### src/rtl/irqc_pkg.sv
// Package: shared register selector for the interrupt controller.
// Assumes a two-bit register address on the bus.
package irqc_pkg;

    typedef enum logic [1:0] {
        SEL_MASK = 2'd0,
        SEL_EVT  = 2'd1,
        SEL_PEND = 2'd2,
        SEL_TOP  = 2'd3
    } reg_sel_e;

endpackage

### src/rtl/irqc_trigger.sv
// Module: per-line set detection.
// Edge-mode lines produce a one-cycle set on a low-to-high change.
// Level-mode lines produce a set on every cycle the line is high.
// Assumes req_i is already synchronous to clk.
module irqc_trigger #(
    parameter int                   N_LINES     = 8,
    parameter logic [N_LINES-1:0]   LEVEL_LINES = '0
) (
    input  logic               clk,
    input  logic               rst_n,
    input  logic [N_LINES-1:0] req_i,
    output logic [N_LINES-1:0] set_o
);

    logic [N_LINES-1:0] prev_q;

    // Remember last cycle's request levels for edge detection.
    always_ff @(posedge clk) begin
        if (!rst_n) prev_q <= '0;
        else        prev_q <= req_i;
    end

    // Pick edge or level detection per line.
    for (genvar i = 0; i < N_LINES; i++) begin : g_line
        if (LEVEL_LINES[i]) begin : g_level
            assign set_o[i] = req_i[i];
        end else begin : g_edge
            assign set_o[i] = req_i[i] & ~prev_q[i];
        end
    end

endmodule

### src/rtl/irqc_latch.sv
// Module: sticky event register and mask register.
// Event bits are set by set_i and cleared by ones in clr_i. A set
// beats a clear in the same cycle. The mask resets to all ones.
module irqc_latch #(
    parameter int N_LINES = 8
) (
    input  logic               clk,
    input  logic               rst_n,
    input  logic [N_LINES-1:0] set_i,
    input  logic [N_LINES-1:0] clr_i,
    input  logic               mask_we,
    input  logic [N_LINES-1:0] mask_wdata,
    output logic [N_LINES-1:0] evt_o,
    output logic [N_LINES-1:0] mask_o
);

    logic [N_LINES-1:0] evt_q;
    logic [N_LINES-1:0] mask_q;

    // Update event bits: apply clears, then let sets win.
    always_ff @(posedge clk) begin
        if (!rst_n) evt_q <= '0;
        else        evt_q <= (evt_q & ~clr_i) | set_i;
    end

    // Load the mask on a mask write; all lines masked from reset.
    always_ff @(posedge clk) begin
        if (!rst_n)       mask_q <= '1;
        else if (mask_we) mask_q <= mask_wdata;
    end

    assign evt_o  = evt_q;
    assign mask_o = mask_q;

    // every bit set last cycle is set now, whatever was cleared.
    p_set_wins_r6: assert property (@(posedge clk) disable iff (!rst_n)
        (set_i != '0) |=> ((evt_q & $past(set_i)) == $past(set_i)));

    // bits cleared without a competing set go to zero.
    p_clear_r5: assert property (@(posedge clk) disable iff (!rst_n)
        ((clr_i & ~set_i) != '0) |=> ((evt_q & $past(clr_i & ~set_i)) == '0));

    // an event bit changes only when a set or clear touches it.
    p_keep_r2: assert property (@(posedge clk) disable iff (!rst_n)
        1'b1 |=> (((evt_q ^ $past(evt_q)) & ~$past(set_i | clr_i)) == '0));

    // the mask moves only on a mask write.
    p_mask_hold_r7: assert property (@(posedge clk) disable iff (!rst_n)
        !mask_we |=> $stable(mask_q));

endmodule

### src/rtl/irqc_prio.sv
// Module: fixed-priority finder, lowest index wins.
// Purely combinational; idx_o is zero when nothing is pending.
module irqc_prio #(
    parameter int N_LINES = 8,
    parameter int IDX_W   = $clog2(N_LINES)
) (
    input  logic [N_LINES-1:0] pend_i,
    output logic               valid_o,
    output logic [IDX_W-1:0]   idx_o
);

    // Scan from the top down so the lowest set index is kept.
    always_comb begin
        valid_o = 1'b0;
        idx_o   = '0;
        for (int i = N_LINES - 1; i >= 0; i--) begin
            if (pend_i[i]) begin
                valid_o = 1'b1;
                idx_o   = IDX_W'(i);
            end
        end
    end

    logic [N_LINES-1:0] below;
    assign below = (N_LINES'(1) << idx_o) - N_LINES'(1);

    // the reported line is pending and nothing below it is.
    always_comb begin
        if (valid_o) begin
            p_lowest_r9: assert (pend_i[idx_o] && ((pend_i & below) == '0));
        end
    end

endmodule

### src/rtl/irqc_top.sv
// Module: maskable, chainable interrupt controller top.
// Register bus: address 0 mask (RW), 1 events (read, write-one-clear),
// 2 pending (RO), 3 summary (RO). Reads are combinational.
// Assumes N_LINES >= $clog2(N_LINES) + 1 so the summary fits.
module irqc_top
    import irqc_pkg::*;
#(
    parameter int                   N_LINES     = 8,
    parameter logic [N_LINES-1:0]   LEVEL_LINES = {1'b1, {(N_LINES-1){1'b0}}}
) (
    input  logic               clk,
    input  logic               rst_n,
    input  logic [N_LINES-1:0] req_i,
    input  logic [1:0]         bus_addr,
    input  logic               bus_we,
    input  logic [N_LINES-1:0] bus_wdata,
    output logic [N_LINES-1:0] bus_rdata,
    output logic               irq_o
);

    localparam int IDX_W = $clog2(N_LINES);

    reg_sel_e           sel;
    logic [N_LINES-1:0] set_vec;
    logic [N_LINES-1:0] clr_vec;
    logic [N_LINES-1:0] evt;
    logic [N_LINES-1:0] mask;
    logic [N_LINES-1:0] pend;
    logic [N_LINES-1:0] summary;
    logic               mask_we;
    logic               top_valid;
    logic [IDX_W-1:0]   top_idx;

    assign sel = reg_sel_e'(bus_addr);

    // Decode the bus write into a mask load and an acknowledge vector.
    always_comb begin
        mask_we = bus_we && (sel == SEL_MASK);
        clr_vec = (bus_we && (sel == SEL_EVT)) ? bus_wdata : '0;
    end

    irqc_trigger #(
        .N_LINES     (N_LINES),
        .LEVEL_LINES (LEVEL_LINES)
    ) u_trig (
        .clk   (clk),
        .rst_n (rst_n),
        .req_i (req_i),
        .set_o (set_vec)
    );

    irqc_latch #(
        .N_LINES (N_LINES)
    ) u_latch (
        .clk        (clk),
        .rst_n      (rst_n),
        .set_i      (set_vec),
        .clr_i      (clr_vec),
        .mask_we    (mask_we),
        .mask_wdata (bus_wdata),
        .evt_o      (evt),
        .mask_o     (mask)
    );

    assign pend  = evt & ~mask;
    assign irq_o = |pend;

    irqc_prio #(
        .N_LINES (N_LINES),
        .IDX_W   (IDX_W)
    ) u_prio (
        .pend_i  (pend),
        .valid_o (top_valid),
        .idx_o   (top_idx)
    );

    // Build the summary word: valid flag on top, index at the bottom.
    always_comb begin
        summary              = '0;
        summary[IDX_W-1:0]   = top_idx;
        summary[N_LINES-1]   = top_valid;
    end

    // Return the selected register.
    always_comb begin
        unique case (sel)
            SEL_MASK: bus_rdata = mask;
            SEL_EVT:  bus_rdata = evt;
            SEL_PEND: bus_rdata = pend;
            SEL_TOP:  bus_rdata = summary;
            default:  bus_rdata = '0;
        endcase
    end

    // the merged request agrees with the priority finder.
    p_irq_agree_r4: assert property (@(posedge clk) disable iff (!rst_n)
        irq_o == top_valid);

endmodule

### config.mk
export PLATFORM = sky130hd
export DESIGN_NAME = irqc_top
export DESIGN_NICKNAME = d
export VERILOG_FILES = /design/src/rtl/irqc_pkg.sv /design/src/rtl/irqc_trigger.sv /design/src/rtl/irqc_latch.sv /design/src/rtl/irqc_prio.sv /design/src/rtl/irqc_top.sv
export SDC_FILE = /design/constraint.sdc
export NUM_CORES = 1
export LEC_CHECK = 0
export BUFFER_PORTS_ARGS = -buffer_cell sky130_fd_sc_hd__buf_2
export CAP_MARGIN = 30
export CORE_MARGIN = 1.5
export CORE_UTILIZATION = 30
export DETAILED_ROUTE_END_ITERATION = 12
export REMOVE_ABC_BUFFERS = 1
export SETUP_SLACK_MARGIN = 0.15
export SKIP_CTS_REPAIR_TIMING = 1
export SYNTH_ARGS = -nofsm -noshare
export SYNTH_HDL_FRONTEND = slang
export SYNTH_SLANG_ARGS = --single-unit
### constraint.sdc
create_clock -name clk -period 2.45 [get_ports clk]
set_input_delay 0.245 -clock clk [delete_from_list [all_inputs] [get_ports clk]]
set_output_delay 0.245 -clock clk [all_outputs]
set_load 0.05 [all_outputs]
==> impl_results.md <==
- HP Class: input port to flip-flop
- Simple-gate portion of the synthesized area: 34.4%
- Worst skew pair latency: 0.26 ns
- ANT cells: 0
- Net Sw Power: 0.248 mW
- Share of layout cells above drive strength 1: 19.9%
- Worst Hold Launch: req_i[3]
- Pins Over Slew Limit: 0
- Vias in the first global route: 957
- Initial antenna violation count: 0
- CP max-delay cell: dfxtp_1
- Met1 Use GR: 17.5%
- First-pass detailed-route iteration total: 4
- Synth-to-Final Area Change: 16.7%
- Clk buf depth: 2
- TritonCTS Buffers: 3
- Clock sinks: 23
- Adder-Cell Fraction of Synth Area: 0%
- Cell family with most CP delay: compound AO/OA/AOI/OAI gates
- GRT Max-Usage Layer: met2
- Top cells by area, synth: dfxtp_1, nand2_1, nor2b_1, mux2i_1, and2_1
- Clk network pwr share: 27.6%
- Most frequent cell after synthesis: nand2_1
- Drt via density: 4.79
- Initial DRC count: 26
- Global Route met3 Usage: 1.71%
- Main combinational cell family by area after synthesis: simple AND/OR/NAND/NOR gates
- Drt drc: 0
- Int Power: 0.579 mW
- CP max FO: 4
- Total of warnings raised by yosys: 0
- Post-Syn Area: 1160 µm²
- Gr ovfl total: 0
- Fmax: 0.549 GHz
- Met2 Use GR: 19.9%
- Mux cell area share after synthesis: 6.04%
- Cell breakdown of the critical path: and2b_1 > nand2_1 > a31o_1 > a41oi_1 > buf_2
- RSZ-0062 raised after global routing: no
- Sequential group share of total power: 49.8%
- Syn Area/Cell: 8.28 µm²
- Register area: 460 µm²
- GP Congestion: 0.874
- Peak supply drop: 398 µV
- Post-DP HPWL: 1790 µm
- Rows: 22
- Syn Inst Count: 140
- Setup_tns: 0 ns
- Routed WL per cell: 11.7 µm
- Post-layout util: 36.7%
- Finished Layout Cells: 214
- Vias: 1024
- Clock Pin Slew Worst Setup and Hold Paths: 0.08 ns
- Cell variety after synth: 30
- Area of the multi-input gates: 639 µm²
- Die area: 4250 µm²
- Setup crit end kind: output port
- Sequential area share after synthesis: 39.7%
- Worst Path Required: 2.20 ns
- Total Routing Usage GR: 12.7%
- Critical path startpoint category: flip-flop
- Clock skew: 0.00272 ns
- # IOs: 30
- Initial core utilization: 31.4%
- Layout Nets: 188
- Crit path DAT: 1.58 ns
- Largest net degree at the start of global routing: 24
- Top post-synthesis cells by count: nand2_1, dfxtp_1, nor2b_1
- CTS tree: done
- PwrDens: 611 nW/µm²
- CTS H-tree depth: 1
- First-pass GRT wire length: 4220 µm
- Main synth FF type: dfxtp_1
- Worst r2r src: u_latch.evt_o[0]$_SDFF_PN0_
- Die height: 65.2 µm
- Leakage: 0.606 nW
- Status: complete, no violations
- Asr flop ratio synth: 0%
- Die Width: 65.2 µm
- Port Buf Inserts: 29
- Yosys top cell area share: 39.7%
- Relative slew slack: 73.9%
- Worst path bufs/invs: 1
- Tcrit/Tclk final: 74.4%
- Final hold violations: 0
- Synth area leader: dfxtp_1
- Crit path from: u_latch.mask_o[7]$_SDFFE_PN1P_
- Max-cap check violation count: 0
- Xor/xnor share of the synthesized area: 0.755%
- # setup viols final: 0
- Post-synth EDFFs: 0
- Fill count: 415
- CP Class: flip-flop to output port
- Compound-Gate Fraction of Synth Area: 13.9%
- R2R Setup Slk: 1.82 ns
- Antenna Nets Post-Route: 0
- FF+latch count, synth: 23
- Root buf cell: clkbuf_8
- Min Tclk post-route: 1.82 ns
- Sw Ratio: 30.0%
- Core Box Area: 3690 µm²
- CP peak stage delay: 0.34 ns
- Placed instance count: 210
- Drt total wl: 2510 µm
- Transition time of the tightest slew-check pin: 0.391 ns
- Comb power frac: 22.6%
[layer usage]
| metal | share of wire, % | up-vias |
|---|---|---|
| li1 | - | 529 |
| met1 | 48 | 468 |
| met2 | 47 | 25 |
| met3 | 4.3 | 2 |
| met4 | 0.76 | 0 |
| met5 | 0 | - |
[worst paths after layout]
check | endpoint | cells after the start
worst min-delay path | u_trig.prev_q[3]$_SDFF_PN0_ | 2
worst max register to register | u_latch.evt_o[0]$_SDFF_PN0_ | 2
worst min register to register | u_latch.mask_o[4]$_SDFFE_PN1P_ | 2
worst max-delay path | bus_rdata[0] | 5
[flip-flops by register name, indices dropped and copies added (netlist names)]
name and flops:
u_latch.evt_o 8, u_trig.prev_q 7, u_latch.mask_o 8
[logic make-up after synthesis]
family,count (synthesis)
muxes,7
xor gates and xnor gates,1
DFF,23
buffers and inverters,8
AOI/OAI and AO/OA,25
and+or+nand+nor,76
[layout by cell type (no fill, tap or decap)]
master and n:
nor2b_1 16, o21ai_1 3, nand2b_1 8, nand2_1 28, buf_2 29, clkbuf_8 3, a41oi_1 1, o22ai_1 4
o21ai_0 1, xnor2_1 1, a221oi_2 1, o31ai_1 1, and2_1 8, and2b_1 1, a31oi_1 1, a22oi_1 1
o22a_1 2, clkbuf_1 1, nor2_1 2, nand4_1 1, dfxtp_1 23, a21oi_1 9, a31o_1 1, nor4_1 1
mux2i_1 7, inv_1 1, and3b_1 2, nand4b_1 1, nand3_1 8
[area by class of cell]
type,instances,share of cell area (%)
multi-input cells,109,47.2
flip-flops and latches,23,34.0
repair buffers,29,10.7
well taps,48,4.44
clock buffers,4,3.33
inverters,1,0.277
[power groups by stage]
stage | registers, mW | clock network, mW | logic (mW)
final | 0.412 | 0.229 | 0.187
after detailed placement | 0.421 | 0 | 0.188
after floorplan | 0.417 | 0 | 0.130
after global routing | 0.415 | 0.251 | 0.204
after global placement | 0.421 | 0 | 0.186
after CTS | 0.412 | 0.238 | 0.189
[through the flow]
stage | power, mW | instance area (µm²) | hold slack [ns] | worst slack, ns
after floorplan | 0.547 | 1100 | 0.317 | 0.337
after global placement | 0.607 | 1310 | 0.457 | 0.847
after detailed placement | 0.608 | 1310 | 0.462 | 0.831
after CTS | 0.838 | 1350 | 0.189 | 0.608
after global routing | 0.870 | 1350 | 0.196 | 0.473
final | 0.827 | 1350 | 0.194 | 0.627
No activity file was read; power rests on OpenSTA's default activity.
